## src/rtl/pt_walker_pkg.sv

```systemverilog
package pt_walker_pkg;
  typedef enum logic [2:0] {
    ST_IDLE,
    ST_L1_REQ,
    ST_L1_WAIT,
    ST_L2_REQ,
    ST_L2_WAIT,
    ST_DONE
  } walk_state_e;

  localparam int FLD_VALID = 0;
  localparam int FLD_SUP   = 1;
  localparam int FLD_RD    = 2;
  localparam int FLD_WR    = 3;
  localparam int FLD_NUM   = 4;
endpackage

```

## src/rtl/pt_walker_split.sv

```systemverilog
module pt_walker_split #(
  parameter int VA_W  = 32,
  parameter int L1_W  = 10,
  parameter int L2_W  = 10,
  parameter int OFF_W = 12
) (
  input  logic [VA_W-1:0]  vaddr,
  output logic [L1_W-1:0]  l1_idx,
  output logic [L2_W-1:0]  l2_idx,
  output logic [OFF_W-1:0] offset
);
  localparam int L2_LO = OFF_W;
  localparam int L1_LO = OFF_W + L2_W;

  always_comb begin
    offset = vaddr[OFF_W-1:0];
    l2_idx = vaddr[L2_LO +: L2_W];
    l1_idx = vaddr[L1_LO +: L1_W];
  end
endmodule

```

## src/rtl/pt_walker_addr.sv

```systemverilog
module pt_walker_addr #(
  parameter int PA_W      = 32,
  parameter int IDX_W     = 10,
  parameter int ENT_LOG2  = 2
) (
  input  logic [PA_W-1:0]  table_base,
  input  logic [IDX_W-1:0] index,
  output logic [PA_W-1:0]  entry_addr
);
  localparam int PAD_W = PA_W - IDX_W - ENT_LOG2;

  logic [PA_W-1:0] scaled;

  always_comb begin
    scaled     = {{PAD_W{1'b0}}, index, {ENT_LOG2{1'b0}}};
    entry_addr = table_base + scaled;
  end
endmodule

```

## src/rtl/pt_walker_perm.sv

```systemverilog
module pt_walker_perm
  import pt_walker_pkg::*;
(
  input  logic [FLD_NUM-1:0] flags,
  input  logic               is_write,
  input  logic               is_user,
  output logic               page_fault,
  output logic               prot_fault
);
  logic deny_priv;
  logic deny_rw;

  always_comb begin
    deny_priv  = flags[FLD_SUP] & is_user;
    deny_rw    = is_write ? ~flags[FLD_WR] : ~flags[FLD_RD];
    page_fault = ~flags[FLD_VALID];
    prot_fault = flags[FLD_VALID] & (deny_priv | deny_rw);
  end
endmodule

```

## src/rtl/pt_walker.sv

```systemverilog
module pt_walker
  import pt_walker_pkg::*;
#(
  parameter int VA_W  = 32,
  parameter int L1_W  = 10,
  parameter int L2_W  = 10,
  parameter int OFF_W = 12,
  parameter int ENT_W = 32
) (
  input  logic             clk,
  input  logic             rst,
  input  logic             base_wr_en,
  input  logic [ENT_W-1:0] base_wr_data,
  input  logic             req_valid,
  output logic             req_ready,
  input  logic [VA_W-1:0]  req_vaddr,
  input  logic             req_write,
  input  logic             req_user,
  output logic             resp_done,
  output logic [ENT_W-1:0] resp_paddr,
  output logic             resp_page_fault,
  output logic             resp_prot_fault,
  output logic             mem_req_valid,
  input  logic             mem_req_ready,
  output logic [ENT_W-1:0] mem_req_addr,
  input  logic             mem_resp_valid,
  input  logic [ENT_W-1:0] mem_resp_data
);
  localparam int PA_W     = ENT_W;
  localparam int PN_W     = ENT_W - OFF_W;
  localparam int ENT_LOG2 = $clog2(ENT_W / 8);

  walk_state_e      state_q;
  logic [VA_W-1:0]  va_q;
  logic             wr_q;
  logic             user_q;
  logic [PA_W-1:0]  base_q;
  logic [PA_W-1:0]  addr_q;
  logic             done_q;
  logic             pf_q;
  logic             prot_q;
  logic [PA_W-1:0]  paddr_q;

  logic [VA_W-1:0]  va_sel;
  logic [L1_W-1:0]  l1_idx;
  logic [L2_W-1:0]  l2_idx;
  logic [OFF_W-1:0] pg_off;
  logic [PA_W-1:0]  l1_addr;
  logic [PA_W-1:0]  l2_base;
  logic [PA_W-1:0]  l2_addr;
  logic             chk_pf;
  logic             chk_prot;
  logic             l1_null;

  assign va_sel  = (state_q == ST_IDLE) ? req_vaddr : va_q;
  assign l2_base = {mem_resp_data[ENT_W-1 -: PN_W], {OFF_W{1'b0}}};
  assign l1_null = (mem_resp_data == '0);

  pt_walker_split #(
    .VA_W(VA_W), .L1_W(L1_W), .L2_W(L2_W), .OFF_W(OFF_W)
  ) u_split (
    .vaddr(va_sel), .l1_idx(l1_idx), .l2_idx(l2_idx), .offset(pg_off)
  );

  pt_walker_addr #(
    .PA_W(PA_W), .IDX_W(L1_W), .ENT_LOG2(ENT_LOG2)
  ) u_l1_addr (
    .table_base(base_q), .index(l1_idx), .entry_addr(l1_addr)
  );

  pt_walker_addr #(
    .PA_W(PA_W), .IDX_W(L2_W), .ENT_LOG2(ENT_LOG2)
  ) u_l2_addr (
    .table_base(l2_base), .index(l2_idx), .entry_addr(l2_addr)
  );

  pt_walker_perm u_perm (
    .flags(mem_resp_data[FLD_NUM-1:0]),
    .is_write(wr_q),
    .is_user(user_q),
    .page_fault(chk_pf),
    .prot_fault(chk_prot)
  );

  always_ff @(posedge clk) begin
    if (rst) begin
      state_q <= ST_IDLE;
      va_q    <= '0;
      wr_q    <= 1'b0;
      user_q  <= 1'b0;
      base_q  <= '0;
      addr_q  <= '0;
      done_q  <= 1'b0;
      pf_q    <= 1'b0;
      prot_q  <= 1'b0;
      paddr_q <= '0;
    end else begin
      done_q <= 1'b0;
      if (base_wr_en) begin
        base_q <= base_wr_data;
      end
      case (state_q)
        ST_IDLE: begin
          if (req_valid) begin
            va_q    <= req_vaddr;
            wr_q    <= req_write;
            user_q  <= req_user;
            addr_q  <= l1_addr;
            state_q <= ST_L1_REQ;
          end
        end
        ST_L1_REQ: begin
          if (mem_req_ready) state_q <= ST_L1_WAIT;
        end
        ST_L1_WAIT: begin
          if (mem_resp_valid) begin
            if (l1_null) begin
              pf_q    <= 1'b1;
              prot_q  <= 1'b0;
              paddr_q <= '0;
              done_q  <= 1'b1;
              state_q <= ST_DONE;
            end else begin
              addr_q  <= l2_addr;
              state_q <= ST_L2_REQ;
            end
          end
        end
        ST_L2_REQ: begin
          if (mem_req_ready) state_q <= ST_L2_WAIT;
        end
        ST_L2_WAIT: begin
          if (mem_resp_valid) begin
            pf_q    <= chk_pf;
            prot_q  <= chk_prot;
            paddr_q <= (chk_pf | chk_prot) ? '0
                       : {mem_resp_data[ENT_W-1 -: PN_W], pg_off};
            done_q  <= 1'b1;
            state_q <= ST_DONE;
          end
        end
        ST_DONE: begin
          state_q <= ST_IDLE;
        end
        default: state_q <= ST_IDLE;
      endcase
    end
  end

  assign req_ready       = (state_q == ST_IDLE);
  assign mem_req_valid   = (state_q == ST_L1_REQ) || (state_q == ST_L2_REQ);
  assign mem_req_addr    = addr_q;
  assign resp_done       = done_q;
  assign resp_paddr      = paddr_q;
  assign resp_page_fault = pf_q;
  assign resp_prot_fault = prot_q;
endmodule

```

## config.mk

```make
export PLATFORM = sky130hd
export DESIGN_NAME = pt_walker
export DESIGN_NICKNAME = d
export VERILOG_FILES = /design/src/rtl/pt_walker_pkg.sv /design/src/rtl/pt_walker_split.sv /design/src/rtl/pt_walker_addr.sv /design/src/rtl/pt_walker_perm.sv /design/src/rtl/pt_walker.sv
export SDC_FILE = /design/constraint.sdc
export NUM_CORES = 1
export LEC_CHECK = 0
export BUFFER_PORTS_ARGS = -buffer_cell sky130_fd_sc_hd__buf_2
export CORE_ASPECT_RATIO = 1.25
export CORE_MARGIN = 5
export CORE_UTILIZATION = 55
export CTS_CLUSTER_DIAMETER = 40
export CTS_CLUSTER_SIZE = 30
export DETAILED_ROUTE_END_ITERATION = 6
export GPL_TIMING_DRIVEN = 0
export MAX_ROUTING_LAYER = met4
export PLACE_DENSITY = 0.83
export SKIP_CTS_REPAIR_TIMING = 1
export SYNTH_ARGS = -nofsm -noshare
export SYNTH_HDL_FRONTEND = slang
export SYNTH_SLANG_ARGS = --single-unit
```

## constraint.sdc

```tcl
create_clock -name clk -period 7.92 [get_ports clk]
set_input_delay 1.584 -clock clk [delete_from_list [all_inputs] [get_ports clk]]
set_output_delay 1.584 -clock clk [all_outputs]
set_load 0.02 [all_outputs]
```

Word-level counts from Yosys, hierarchy flattened
Cells that the tools add are included.

word-level totals
  bits in registers = 136
  output and inout port bits = 69
  input port bits = 104
  logic and storage cells = 69

cells by class
  bitwise gates (word level) = 7
  equal/unequal tests = 11
  add/sub/neg operators = 2
  reduce and logical (&&, ||, !) cells = 9
  multiplexer cells = 30

operator list
  kind                                                                    count
  32-bit 2-to-1 mux                                                       8
  32-bit one-hot mux with 2 select lines                                  2
  32-bit by 12-bit adder with 32-bit output                               2
  32-bit logical NOT                                                      1
  3-bit 2-to-1 mux                                                        6
  3-bit one-hot mux with 5 select lines                                   1
  2-bit inequality test (second input constant)                           7
  1-bit 2-to-1 mux                                                        10
  4-bit AND reduction                                                     2
  3-bit by 2-bit equality test with 1-bit output (second input constant)  2
  1-bit one-hot mux with 2 select lines                                   3
  5-bit AND reduction                                                     1
  2-bit nonzero test                                                      2
  3-bit by 1-bit equality test with 1-bit output (second input constant)  1
  3-bit equality test (second input constant)                             1
  3-bit logical NOT                                                       1
  1-bit NOT                                                               3
  1-bit AND                                                               2
  1-bit bitwise OR                                                        2
  2-bit AND reduction                                                     1
  1-bit logical OR                                                        1

Logic depth before layout (Yosys ltp)
Gate-level depths: netlist of run 1.

  depth in word-level cells = 8
  gate-level depth with buffers = 17
  depth with buffers taken out = 12

Cells and area by module
From an unflattened synthesis of run 1, not the netlist that was laid out.

second synthesis, totals
  cell total of the unflattened synthesis = 845
  area total of the unflattened synthesis = 7783.7 um^2

by module, submodules not included
  module                      times used  area each (um^2)  seq. area each (um^2)  cells an instance
  pt_walker                   1           5709.2            2722.6                 560
  pt_walker_addr (u_l2_addr)  1           927.1             0.0                    128
  pt_walker_addr (u_l1_addr)  1           879.6             0.0                    121
  pt_walker_split             1           240.2             0.0                    32
  pt_walker_perm              1           27.5              0.0                    4

Worst setup path before layout of run 1
Ideal clock, no wire load.

  kind = register -> register
  start = reg state_q[0]
  end = reg addr_q[26] (netlist: mem_req_addr[26])
  clock period less this slack = 3755 ps
  data required time = 7861 ps
  buffers on the path = 4
  setup time = 59 ps
  data arrival time = 3696 ps
  stages on the path, launching flop included = 17
  slack = 4165 ps
  cells stage by stage = dfxtp_1 buf_2 or2_1 clkbuf_1 nor2_2 buf_4 buf_2 mux2_2 ha_1 inv_1 fa_1 nor2b_1 o2111ai_1 and4_1 or4_1 a311o_1 nand2_1

on the way
  longest elaborated chain between the ends = 6
  elaborated cells between the ends (all ways) = 14
  those cells by class = add/sub: 2; eq/ne: 4; mux: 5; reduce/logical: 3

ends and longest elaborated chain
  element                                    RTL line              source
  from (decl)                                pt_walker.sv:33       walk_state_e state_q;
  from (signal assigned)                     pt_walker.sv:87       state_q <= ST_IDLE;
  from (signal assigned)                     pt_walker.sv:109      state_q <= ST_L1_REQ;
  from (signal assigned)                     pt_walker.sv:113      if (mem_req_ready) state_q <= ST_L1_WAIT;
  3-bit logical NOT (*)                      --
  net req_ready                              pt_walker.sv:15       output logic req_ready,
  32-bit 2-to-1 mux                          pt_walker.sv:55       assign va_sel = (state_q == ST_IDLE) ? req_vaddr : va_q;
  32-bit by 12-bit adder with 32-bit output  pt_walker_addr.sv:16  entry_addr = table_base + scaled;
  32-bit 2-to-1 mux                          pt_walker.sv:117      if (l1_null) begin
  32-bit 2-to-1 mux                          pt_walker.sv:116      if (mem_resp_valid) begin
  32-bit one-hot mux with 2 select lines     pt_walker.sv:102      case (state_q)
  to (signal assigned)                       pt_walker.sv:108      addr_q <= l1_addr;
  to (signal assigned)                       pt_walker.sv:124      addr_q <= l2_addr;
  to (decl)                                  pt_walker.sv:38       logic [PA_W-1:0] addr_q;

Mark *: on every way through the listed nets, which the timed path passes. The rest lies on a longest branch. The select of a mux whose other input is x is not followed.
A chain may end at the register's enable or synchronous reset.

Worst setup path after layout of run 1
  start = reg state_q[0]
  end = reg addr_q[29] (netlist: mem_req_addr[29])

on the way
  longest elaborated chain between the ends = 6
  elaborated cells between the ends (all ways) = 14
  those cells by class = add/sub: 2; eq/ne: 4; mux: 5; reduce/logical: 3

ends and longest elaborated chain
  element                                    RTL line
  3-bit logical NOT                          pt_walker.sv:55, pt_walker.sv:102
  32-bit 2-to-1 mux                          pt_walker.sv:55
  32-bit by 12-bit adder with 32-bit output  pt_walker_addr.sv:16
  32-bit 2-to-1 mux                          pt_walker.sv:117
  32-bit 2-to-1 mux                          pt_walker.sv:116
  32-bit one-hot mux with 2 select lines     pt_walker.sv:102

Several ways; a longest one is shown, not always the timed one. The select of a mux whose other input is x is not followed.

==> reports/results.ini, run 1 <==
[worst_setup_path]
critPathBufInv=5
critPathCaptureType=flop
crit_fanout=10
critPathMaxStageDelay_ns=0.38
cp.arrival_ns=4.63
rr_worst_depth=15
crit_cells=15
path_delay_family=buffers and inverters
path_class=flop to flop
critPathLaunchType=flop
cp.required_ns=8.20
path_cells=buf_2, or2_1, clkbuf_1, nor2_2, buf_4, buf_2, mux2_2, ha_1, a21o_1, a31oi_1, a21o_1, clkbuf_1, a211oi_1, nor3_1, o22ai_1
crit_slowest_cell=mux2_2

[timing]
final.setup_skew_ns=0.00629
hold_violations=0
setup_slack_ns=3.57
slew_violations=0
tightest_slew_ns=1.04
period_share=0.549
max_freq_ghz=0.230
period_needed_ns=4.35
slew_headroom=0.305
setup_tns_ns=0
setup_violations=0
rsz0062_at_grt=false
fin_hold_ws_ns=0.446

[global_routing]
track_usage=0.284
grt_first_pass_wirelength_um=31500
antenna_found_initial=0
overflow=0
grt_max_degree=17
grt_pass1_vias=6445

[final_layout]
nFillCells=1009
insertedDiodeCount=0
area_growth_pct=24.8
design_area_mm2=0.00827
layout.nets=1126
multi_input_area_mm2=0.00354
drive_above_1_share=0.229
register_area_mm2=0.00272

[clock_network]
cts_sinks=136
cts.clk_slew.worst_paths_ns=0.06
cts_inserted_buffers=17
tritoncts=done
clockRootBuffer=clkbuf_16
insertion_delay_ns=0.42
clockBufferDepth=2
cts_max_level=4

[synthesis]
ys_seq_area_frac=0.411
syn_area_mm2=0.00663
synth.distinct_cells=66
syn_inst=822
yosysWarningCount=0
synth_nets=937
synthFlopType=dfxtp_1
ys_seq_elements=136
synth_edf_count=0
async_reset_ff_frac=0
syn_area_per_cell_um2=8.06

[detailed_routing]
drt-vias-per-instance=5.69
postRouteAntennaNets=0
route.detailed.drc=0
vias=6739
drtIter0Drc=373
wl_um=20200
dr.pass1.iters=5
wl_per_cell_um=17.0

[floorplan]
dieArea_mm2=0.0144
row_count=44
core_mm2=0.0117
start_util=0.565
die_w_um=108
ios=173
die_h_um=133

[status]
run_status=finished, final reports clean

[place]
hpwl_um=15200
portBuffers=170
pre_cts_ws_ns=3.68
place.gp.congestion=0.970
placed_cell_area_mm2=0.00768

[flow_run]
drv_cap=0

[pwr]
ir_drop_mv=0.143
p_per_area_mw_per_mm2=223
power_mw=1.85
total_leakage_power_nw=3.57

[min_path]
hold_class=flop to flop
hold_depth=2

-- worst paths after layout --
kind                                              startpoint                       endpoint  slack, ns
worst min register to register  mem_req_addr[0]$_SDFFE_PP0P_   mem_req_addr[0]$_SDFFE_PP0P_       0.45
worst max-delay path                 state_q[0]$_SDFFE_PP0P_  mem_req_addr[29]$_SDFFE_PP0P_       3.57
worst min-delay path            mem_req_addr[0]$_SDFFE_PP0P_   mem_req_addr[0]$_SDFFE_PP0P_       0.45
worst max register to register       state_q[0]$_SDFFE_PP0P_  mem_req_addr[29]$_SDFFE_PP0P_       3.57
-- report_power, final --
group	internal (mW)	leakage [nW]	total (mW)	switching (mW)
Combinational	0.117	2.17	0.309	0.192
Sequential	0.723	1.11	0.750	0.0272
Clock	0.488	0.289	0.789	0.302
Total	1.33	3.57	1.85	0.521
-- synth_stat cells (all sizes together) (6+ instances only) --
cell    number  area (um2)
a211oi      18         135
a21oi       94         474
a31oi        7        43.8
buf         18        88.8
clkbuf      42         159
dfxtp      136        2720
ha          10         125
inv         31         116
mux2        10         113
mux2i       46         460
nand2      147         559
nand3       16        80.1
nand4       10        62.6
nor2        65         246
nor2b        6        37.5
nor3        12        60.1
nor4        11        68.8
o21ai       15        75.1
o22ai       11        68.8
or3         37         231
xnor2        9        78.8
-- registers in the layout, summed over array words and instances, names as in the netlist --
register,count
mem_req_addr,32
resp_done,1
resp_page_fault,1
user_q,1
base_q,32
state_q,3
resp_prot_fault,1
resp_paddr,32
wr_q,1
va_q,32
-- final cells by class --
cell class	count	area share
clock buffer	21	0.0569
buffer	60	0.0299
multi-input combinational	595	0.428
timing repair buffer	170	0.103
sequential	136	0.329
inverter	31	0.0141
clock inverter	11	0.0147
tap	161	0.0243
-- metal layers --
layer  vias up  wire length (um)  global-route usage
met4         0               661               0.128
met5         -                 0                   -
li1       3296                 -                   -
met1      3076              7830               0.314
met2       304             10200               0.487
met3        63              1500              0.0565
-- cells in the final DEF (no fill, tap or decap), types with 6 or more instances in the layout --
cell,count
a211oi_1,18
a21oi_1,93
a31oi_1,7
buf_1,8
buf_2,178
clkbuf_1,42
clkbuf_16,17
dfxtp_1,136
ha_1,10
inv_1,31
mux2_2,10
mux2i_1,46
nand2_1,146
nand3_1,16
nand4_1,10
nor2_1,64
nor2b_1,6
nor3_1,12
nor4_1,11
o21ai_0,15
o22ai_1,11
or3_1,37
xnor2_1,9
-- metrics by stage --
step	std cells	util
CTS	1185	0.706
detailed placement	1153	0.655
floorplan	822	-
global route	1185	0.706
finish	1185	0.706
global placement	1153	0.655
-- logic make-up (layout without fill, tap and decap cells) --
group,after synthesis,in the layout,synth area share
DFF,136,136,0.411
buffers and inverters,91,293,0.0549
adders and majority gates,11,11,0.0219
muxes,56,56,0.0864
and+or+nand+nor,326,326,0.230
xor gates and xnor gates,11,11,0.0145
AOI/OAI and AO/OA,191,191,0.181
-- tightest hold or removal path: stages (launching register included) --
cell	delay, ns
dfxtp_1	0.30
nand2_1	0.05
a21oi_1	0.05
No activity file was read; power rests on OpenSTA's default activity.
==> run 2, diff against run 1 <==
- ABC_AREA: unset -> 1
- CORE_UTILIZATION: 55 -> 54
- PLACE_DENSITY: 0.83 -> 0.81
- clock period: 7.92 -> 4.2 ns (I/O delays scaled with it)
==> run 2 against run 1 <==
Count of clock-buffer cells in the layout fell by 2. Sequential share of layout area fell by 0.91 points. Largest power group is now combinational cells. Non-clock buffer count fell by 3. Cell area rose by 2.9%. Combinational power rose to 7.9 times the previous value.
==> reports/results.ini, run 2 <==
[status]
run_status=finished, final reports clean  ; unchanged

[final_layout]
insertedDiodeCount=0  ; unchanged
most-common-layout-cells=nand2_1, buf_2, nor2_1  ; was buf_2, nand2_1, dfxtp_1
multi_input_area_mm2=0.00350  ; was 0.00354 mm2
drive_above_1_share=0.198  ; was 0.229
final_common_cell=nand2_1  ; was buf_2
register_area_mm2=0.00272  ; unchanged
design_area_mm2=0.00851  ; was 0.00827 mm2
nFillCells=1176  ; was 1,009
area_growth_pct=24.5  ; was 24.8%
layout.nets=1332  ; was 1,126
fin_util=0.678  ; was 0.706

[worst_setup_path]
path_class=flop to flop  ; unchanged
cp.arrival_ns=3.70  ; was 4.63 ns
critPathCaptureType=flop  ; unchanged
critPathLaunchType=flop  ; unchanged
cp.required_ns=4.49  ; was 8.20 ns
crit_fanout=10  ; unchanged

[timing]
tightest_slew_ns=0.636  ; was 1.04 ns
rsz0062_at_grt=false  ; unchanged
period_needed_ns=3.42  ; was 4.35 ns
setup_violations=0  ; unchanged
period_share=0.813  ; was 0.549
final.setup_skew_ns=0.0104  ; was 0.00629 ns
setup_tns_ns=0  ; unchanged
setup_slack_ns=0.783  ; was 3.57 ns
max_freq_ghz=0.293  ; was 0.230 GHz
slew_violations=0  ; unchanged
fin_hold_ws_ns=0.448  ; was 0.446 ns
hold_violations=0  ; unchanged
slew_headroom=0.576  ; was 0.305

[synthesis]
synth_nets=1143  ; was 937
synth.distinct_cells=33  ; was 66
synth-simple-area-share=0.285  ; was 0.230
synth_compound_area_frac=0.206  ; was 0.181
syn_area_mm2=0.00684  ; was 0.00663 mm2
yosysMostFrequentCell=nand2_1  ; unchanged
ys_seq_elements=136  ; unchanged
synthMuxAreaShare=0  ; was 0.0864
synthFlopType=dfxtp_1  ; unchanged
yosys.area_share.adder=0.0212  ; was 0.0219
yosysTopAreaCell=dfxtp_1  ; unchanged
syn_inst=1028  ; was 822
yosysWarningCount=0  ; unchanged
synth_top_family_by_area=simple AND/OR/NAND/NOR gates  ; unchanged
syn_area_per_cell_um2=6.65  ; was 8.06 um2
netlist_top_cells_count=nand2_1, nor2_1, a21oi_1  ; was nand2_1, dfxtp_1, a21oi_1
synth_edf_count=0  ; unchanged
synth.area.top_cells=dfxtp_1, nand2_1, a21oi_1  ; unchanged
synth_top_cell_area_share=0.398  ; was 0.411
synth_xor_area_frac=0  ; was 0.0145
async_reset_ff_frac=0  ; unchanged
ys_seq_area_frac=0.398  ; was 0.411

[detailed_routing]
drtIter0Drc=520  ; was 373
dr.pass1.iters=6  ; was 5
postRouteAntennaNets=0  ; unchanged
vias=7589  ; was 6,739
drt-vias-per-instance=5.43  ; was 5.69
wl_per_cell_um=15.8  ; was 17.0 um
route.detailed.drc=0  ; unchanged
wl_um=22100  ; was 20,200 um

[place]
place.gp.congestion=0.931  ; was 0.970
portBuffers=170  ; unchanged
hpwl_um=17000  ; was 15,200 um
pre_cts_ws_ns=0.842  ; was 3.68 ns
placed_cell_area_mm2=0.00790  ; was 0.00768 mm2

[clock_network]
cts.clk_slew.worst_paths_ns=0.06  ; about the same
clockBufferDepth=2  ; unchanged
clockRootBuffer=clkbuf_16  ; unchanged
cts_sinks=136  ; unchanged
cts_max_level=4  ; unchanged
tritoncts=done  ; unchanged
insertion_delay_ns=0.42  ; about the same
cts_inserted_buffers=17  ; unchanged

[floorplan]
start_util=0.545  ; was 0.565
ios=173  ; unchanged
core_mm2=0.0125  ; was 0.0117 mm2
die_w_um=111  ; was 108 um
die_h_um=136  ; was 133 um
dieArea_mm2=0.0150  ; was 0.0144 mm2
row_count=46  ; was 44

[global_routing]
grt_first_pass_wirelength_um=35100  ; was 31,500 um
track_usage=0.300  ; was 0.284
grt_max_degree=17  ; unchanged
overflow=0  ; unchanged
antenna_found_initial=0  ; unchanged
grt_pass1_vias=7261  ; was 6,445

[flow_run]
drv_cap=0  ; unchanged

[pwr]
p_per_area_mw_per_mm2=681  ; was 223 mW/mm2
total_leakage_power_nw=3.98  ; was 3.57 nW
ir_drop_mv=0.400  ; was 0.143 mV

[min_path]
hold_class=flop to flop  ; unchanged

-- run 2: cell count changes after synthesis, sizes merged, moves of 11 or more --
cell and delta:
nand3 +39, a21oi +50, or3 -37, nor2 +90
inv +58, nor3 +23, o21ai +93, mux2i -46
nor4 -11, nand2 +54
-- run 2: worst max-delay path: stages, from the launching register on --
cell      delay [ns]
dfxtp_1         0.47
inv_1           0.09
nand2_2         0.19
inv_2           0.09
clkbuf_1        0.21
clkbuf_1        0.25
o21ai_0         0.24
ha_1            0.23
inv_1           0.07
fa_1            0.37
inv_1           0.12
nand3_1         0.08
nand3_1         0.19
nand2_1         0.08
nand2_1         0.11
nand3_1         0.10
nand3_1         0.09
nand3_1         0.13
nand2_1         0.11
a21oi_1         0.06
-- run 2: cell type report --
class | instances | area share
buffer | 57 | 0.0319
clock buffer | 19 | 0.0521
clock inverter | 13 | 0.0200
inverter | 91 | 0.0401
multi-input combinational | 744 | 0.411
sequential | 136 | 0.320
tap | 168 | 0.0247
timing repair buffer | 170 | 0.100
-- run 2: logic make-up after synthesis --
group,count (synthesis)
simple gates,463
compound gates,270
buf+inv,148
flops,136
fa+ha+maj,11
-- run 2: routing by layer --
metal,wire length [um],track usage
met1,9100,0.351
met2,10200,0.480
met3,1420,0.0585
met4,1360,0.183
met5,0,-
-- run 2: worst paths after layout --
check	from	to	slack (ns)	cells past startpoint
setup / recovery	state_q[2]$_SDFFE_PP0P_	mem_req_addr[26]$_SDFFE_PP0P_	0.78	19
hold / removal	va_q[6]$_SDFFE_PP0P_	va_q[6]$_SDFFE_PP0P_	0.45	2
setup reg to reg	state_q[2]$_SDFFE_PP0P_	mem_req_addr[26]$_SDFFE_PP0P_	0.78	19
hold reg to reg	va_q[6]$_SDFFE_PP0P_	va_q[6]$_SDFFE_PP0P_	0.45	2
-- run 2: metrics by stage --
step	total power, mW	cells
finish	5.79	1398
global route	6.16	1398
CTS	5.78	1398
detailed placement	4.22	1366
global placement	4.18	1366
floorplan	3.46	1028
-- run 2: power breakdown --
group / leakage [nW] / total [mW] / switching (mW) / internal [mW]
clock: 0.291 / 1.56 / 0.608 / 0.956
sequential: 1.12 / 1.80 / 0.173 / 1.62
combinational: 2.57 / 2.43 / 1.64 / 0.795
total: 3.98 / 5.79 / 2.42 / 3.38
==> run 3, diff against run 2 <==
- CORE_UTILIZATION: 54 -> 48
- PLACE_DENSITY: 0.81 -> 0.76
- clock period: 4.2 -> 3.1 ns (I/O delays scaled with it)
==> run 3 against run 2 <==
Register-to-register slack got worse by 0.58 ns. Clock power is 29% higher. Final cell count up 0.72%. Non-clock buffer count increased by 3. Sequential cell count did not move. Fmax up 18%. Combinational power grew 39%. Core utilization fell by 6.1 points. Via count down 0.63%.
==> reports/results.ini, run 3 (synthesized netlist as in run 2, its figures left out) <==
[floorplan]
dieArea_mm2=0.0167  ; was 0.0150 mm2
ios=173  ; unchanged
start_util=0.493  ; was 0.545
die_w_um=117  ; was 111 um
core_mm2=0.0139  ; was 0.0125 mm2
row_count=48  ; was 46
die_h_um=143  ; was 136 um

[pwr]
p_per_area_mw_per_mm2=913  ; was 681 mW/mm2
total_leakage_power_nw=4.00  ; was 3.98 nW
ir_drop_mv=0.539  ; was 0.400 mV

[global_routing]
grt_pass1_vias=7240  ; was 7,261
antenna_found_initial=0  ; unchanged
grt_max_degree=17  ; unchanged
overflow=0  ; unchanged
grt_first_pass_wirelength_um=35500  ; was 35,100 um
track_usage=0.281  ; was 0.300

[worst_setup_path]
path_class=flop to flop  ; unchanged
path_cells=inv_1, nand2_4, inv_2, clkbuf_4, buf_4, o21ai_2, ha_2, inv_1, fa_1, inv_2, nand3_1, nand3_2, nand2_1, nand2_1, nand3_1, nand3_1, nand3_2, nand2_1, a21oi_1  ; was inv_1, nand2_2, inv_2, clkbuf_1, clkbuf_1, o21ai_0, ha_1, inv_1, fa_1, inv_1, nand3_1, nand3_1, nand2_1, nand2_1, nand3_1, nand3_1, nand3_1, nand2_1, a21oi_1
path_delay_family=simple AND/OR/NAND/NOR gates  ; unchanged
critPathLaunchType=flop  ; unchanged
cp.required_ns=3.40  ; was 4.49 ns
crit_slowest_cell=fa_1  ; was dfxtp_1
crit_fanout=10  ; unchanged
cp.arrival_ns=3.20  ; was 3.70 ns
critPathCaptureType=flop  ; unchanged
critPathMaxStageDelay_ns=0.39  ; was 0.47 ns
critPathBufInv=6  ; unchanged

[final_layout]
most-common-layout-cells=buf_2, nand2_1, nor2_1  ; was nand2_1, buf_2, nor2_1
area_growth_pct=25.4  ; was 24.5%
insertedDiodeCount=0  ; unchanged
layout.nets=1335  ; was 1,332
design_area_mm2=0.00857  ; was 0.00851 mm2
drive_above_1_share=0.214  ; was 0.198

[place]
hpwl_um=17500  ; was 17,000 um
place.gp.congestion=0.975  ; was 0.931
placed_cell_area_mm2=0.00791  ; was 0.00790 mm2
portBuffers=170  ; unchanged
pre_cts_ws_ns=-0.267  ; was 0.842 ns

[clock_network]
cts.clk_slew.worst_paths_ns=0.06  ; about the same
clockRootBuffer=clkbuf_16  ; unchanged
insertion_delay_ns=0.43  ; was 0.42 ns
cts_sinks=136  ; unchanged
tritoncts=done  ; unchanged
cts_max_level=4  ; unchanged
clockBufferDepth=2  ; unchanged
cts_inserted_buffers=17  ; unchanged

[timing]
setup_violations=0  ; unchanged
tightest_slew_ns=0.641  ; was 0.636 ns
final.setup_skew_ns=0.0101  ; was 0.0104 ns
slew_violations=0  ; unchanged
hold_violations=0  ; unchanged
period_share=0.934  ; was 0.813
slew_headroom=0.572  ; was 0.576
setup_tns_ns=0  ; unchanged
setup_slack_ns=0.204  ; was 0.783 ns
max_freq_ghz=0.345  ; was 0.293 GHz
period_needed_ns=2.90  ; was 3.42 ns

[detailed_routing]
routed.top_layer=met4  ; unchanged
postRouteAntennaNets=0  ; unchanged
dr_wl_met2_um=11200  ; was 10,200 um
vias=7541  ; was 7,589
drtIter0Drc=656  ; was 520
wl_met3_um=1260  ; was 1420 um
drt-vias-per-instance=5.36  ; was 5.43
wl_met1_um=9370  ; was 9100 um
route.detailed.drc=0  ; unchanged
wl_per_cell_um=16.1  ; was 15.8 um
dr.pass1.iters=5  ; was 6
wl_um=22700  ; was 22,100 um

[min_path]
hold_class=input port to flop  ; was flop to flop

[status]
run_status=finished, final reports clean  ; unchanged

[flow_run]
drv_cap=0  ; unchanged

run 3: cell count changes in the layout (fill, tap and decap cells not counted), moves of 3 or more:
cell      previous run  this run
inv_6                3         6
inv_8                0         3
o21ai_0            101        98
nand2_1            194       190
clkbuf_1            34        30
buf_4                1         5
run 3: report_power, final:
group | total [mW] | switching [mW] | internal (mW)
Clock | 2.02 | 0.881 | 1.13
Combinational | 3.37 | 2.24 | 1.12
Sequential | 2.44 | 0.239 | 2.20
Total | 7.82 | 3.37 | 4.46
run 3: per-stage QoR:
step                      power [mW]  cells  utilization  hold WS (ns)
after floorplan                 4.68   1028            -         0.425
after global placement          5.67   1373        0.570         0.433
after detailed placement        5.71   1373        0.570         0.442
after CTS                       7.73   1405        0.612         0.402
after global routing            8.33   1408        0.618         0.419
final                           7.82   1408        0.618         0.406
run 3: path summary, 6_finish.rpt:
path	cells past startpoint	from	end	slack, ns
setup / recovery	19	state_q[2]$_SDFFE_PP0P_	mem_req_addr[26]$_SDFFE_PP0P_	0.20
hold / removal	3	base_wr_data[1]	base_q[1]$_SDFFE_PP0P_	0.41
setup reg to reg	19	state_q[2]$_SDFFE_PP0P_	mem_req_addr[26]$_SDFFE_PP0P_	0.20
hold reg to reg	2	va_q[4]$_SDFFE_PP0P_	va_q[4]$_SDFFE_PP0P_	0.45
run 3: final cells by class:
cell class	instances	area, um2
Buffer	57	280
Clock buffer	17	425
Clock inverter	15	155
Fill cell	1352	5310
Inverter	91	342
Multi-Input combinational cell	744	3550
Sequential cell	136	2730
Tap cell	175	219
Timing Repair Buffer	173	873
run 3: worst min-delay path: cells and delay by family:
kind | cells | cell delay (ns)
buffers and inverters | 1 | 0.07
and+or+nand+nor | 2 | 0.11
run 3: layer usage:
metal	GRT usage	vias up
met5	-	-
met4	0.135	0
met3	0.0463	62
met2	0.460	262
met1	0.334	3435
li1	-	3782
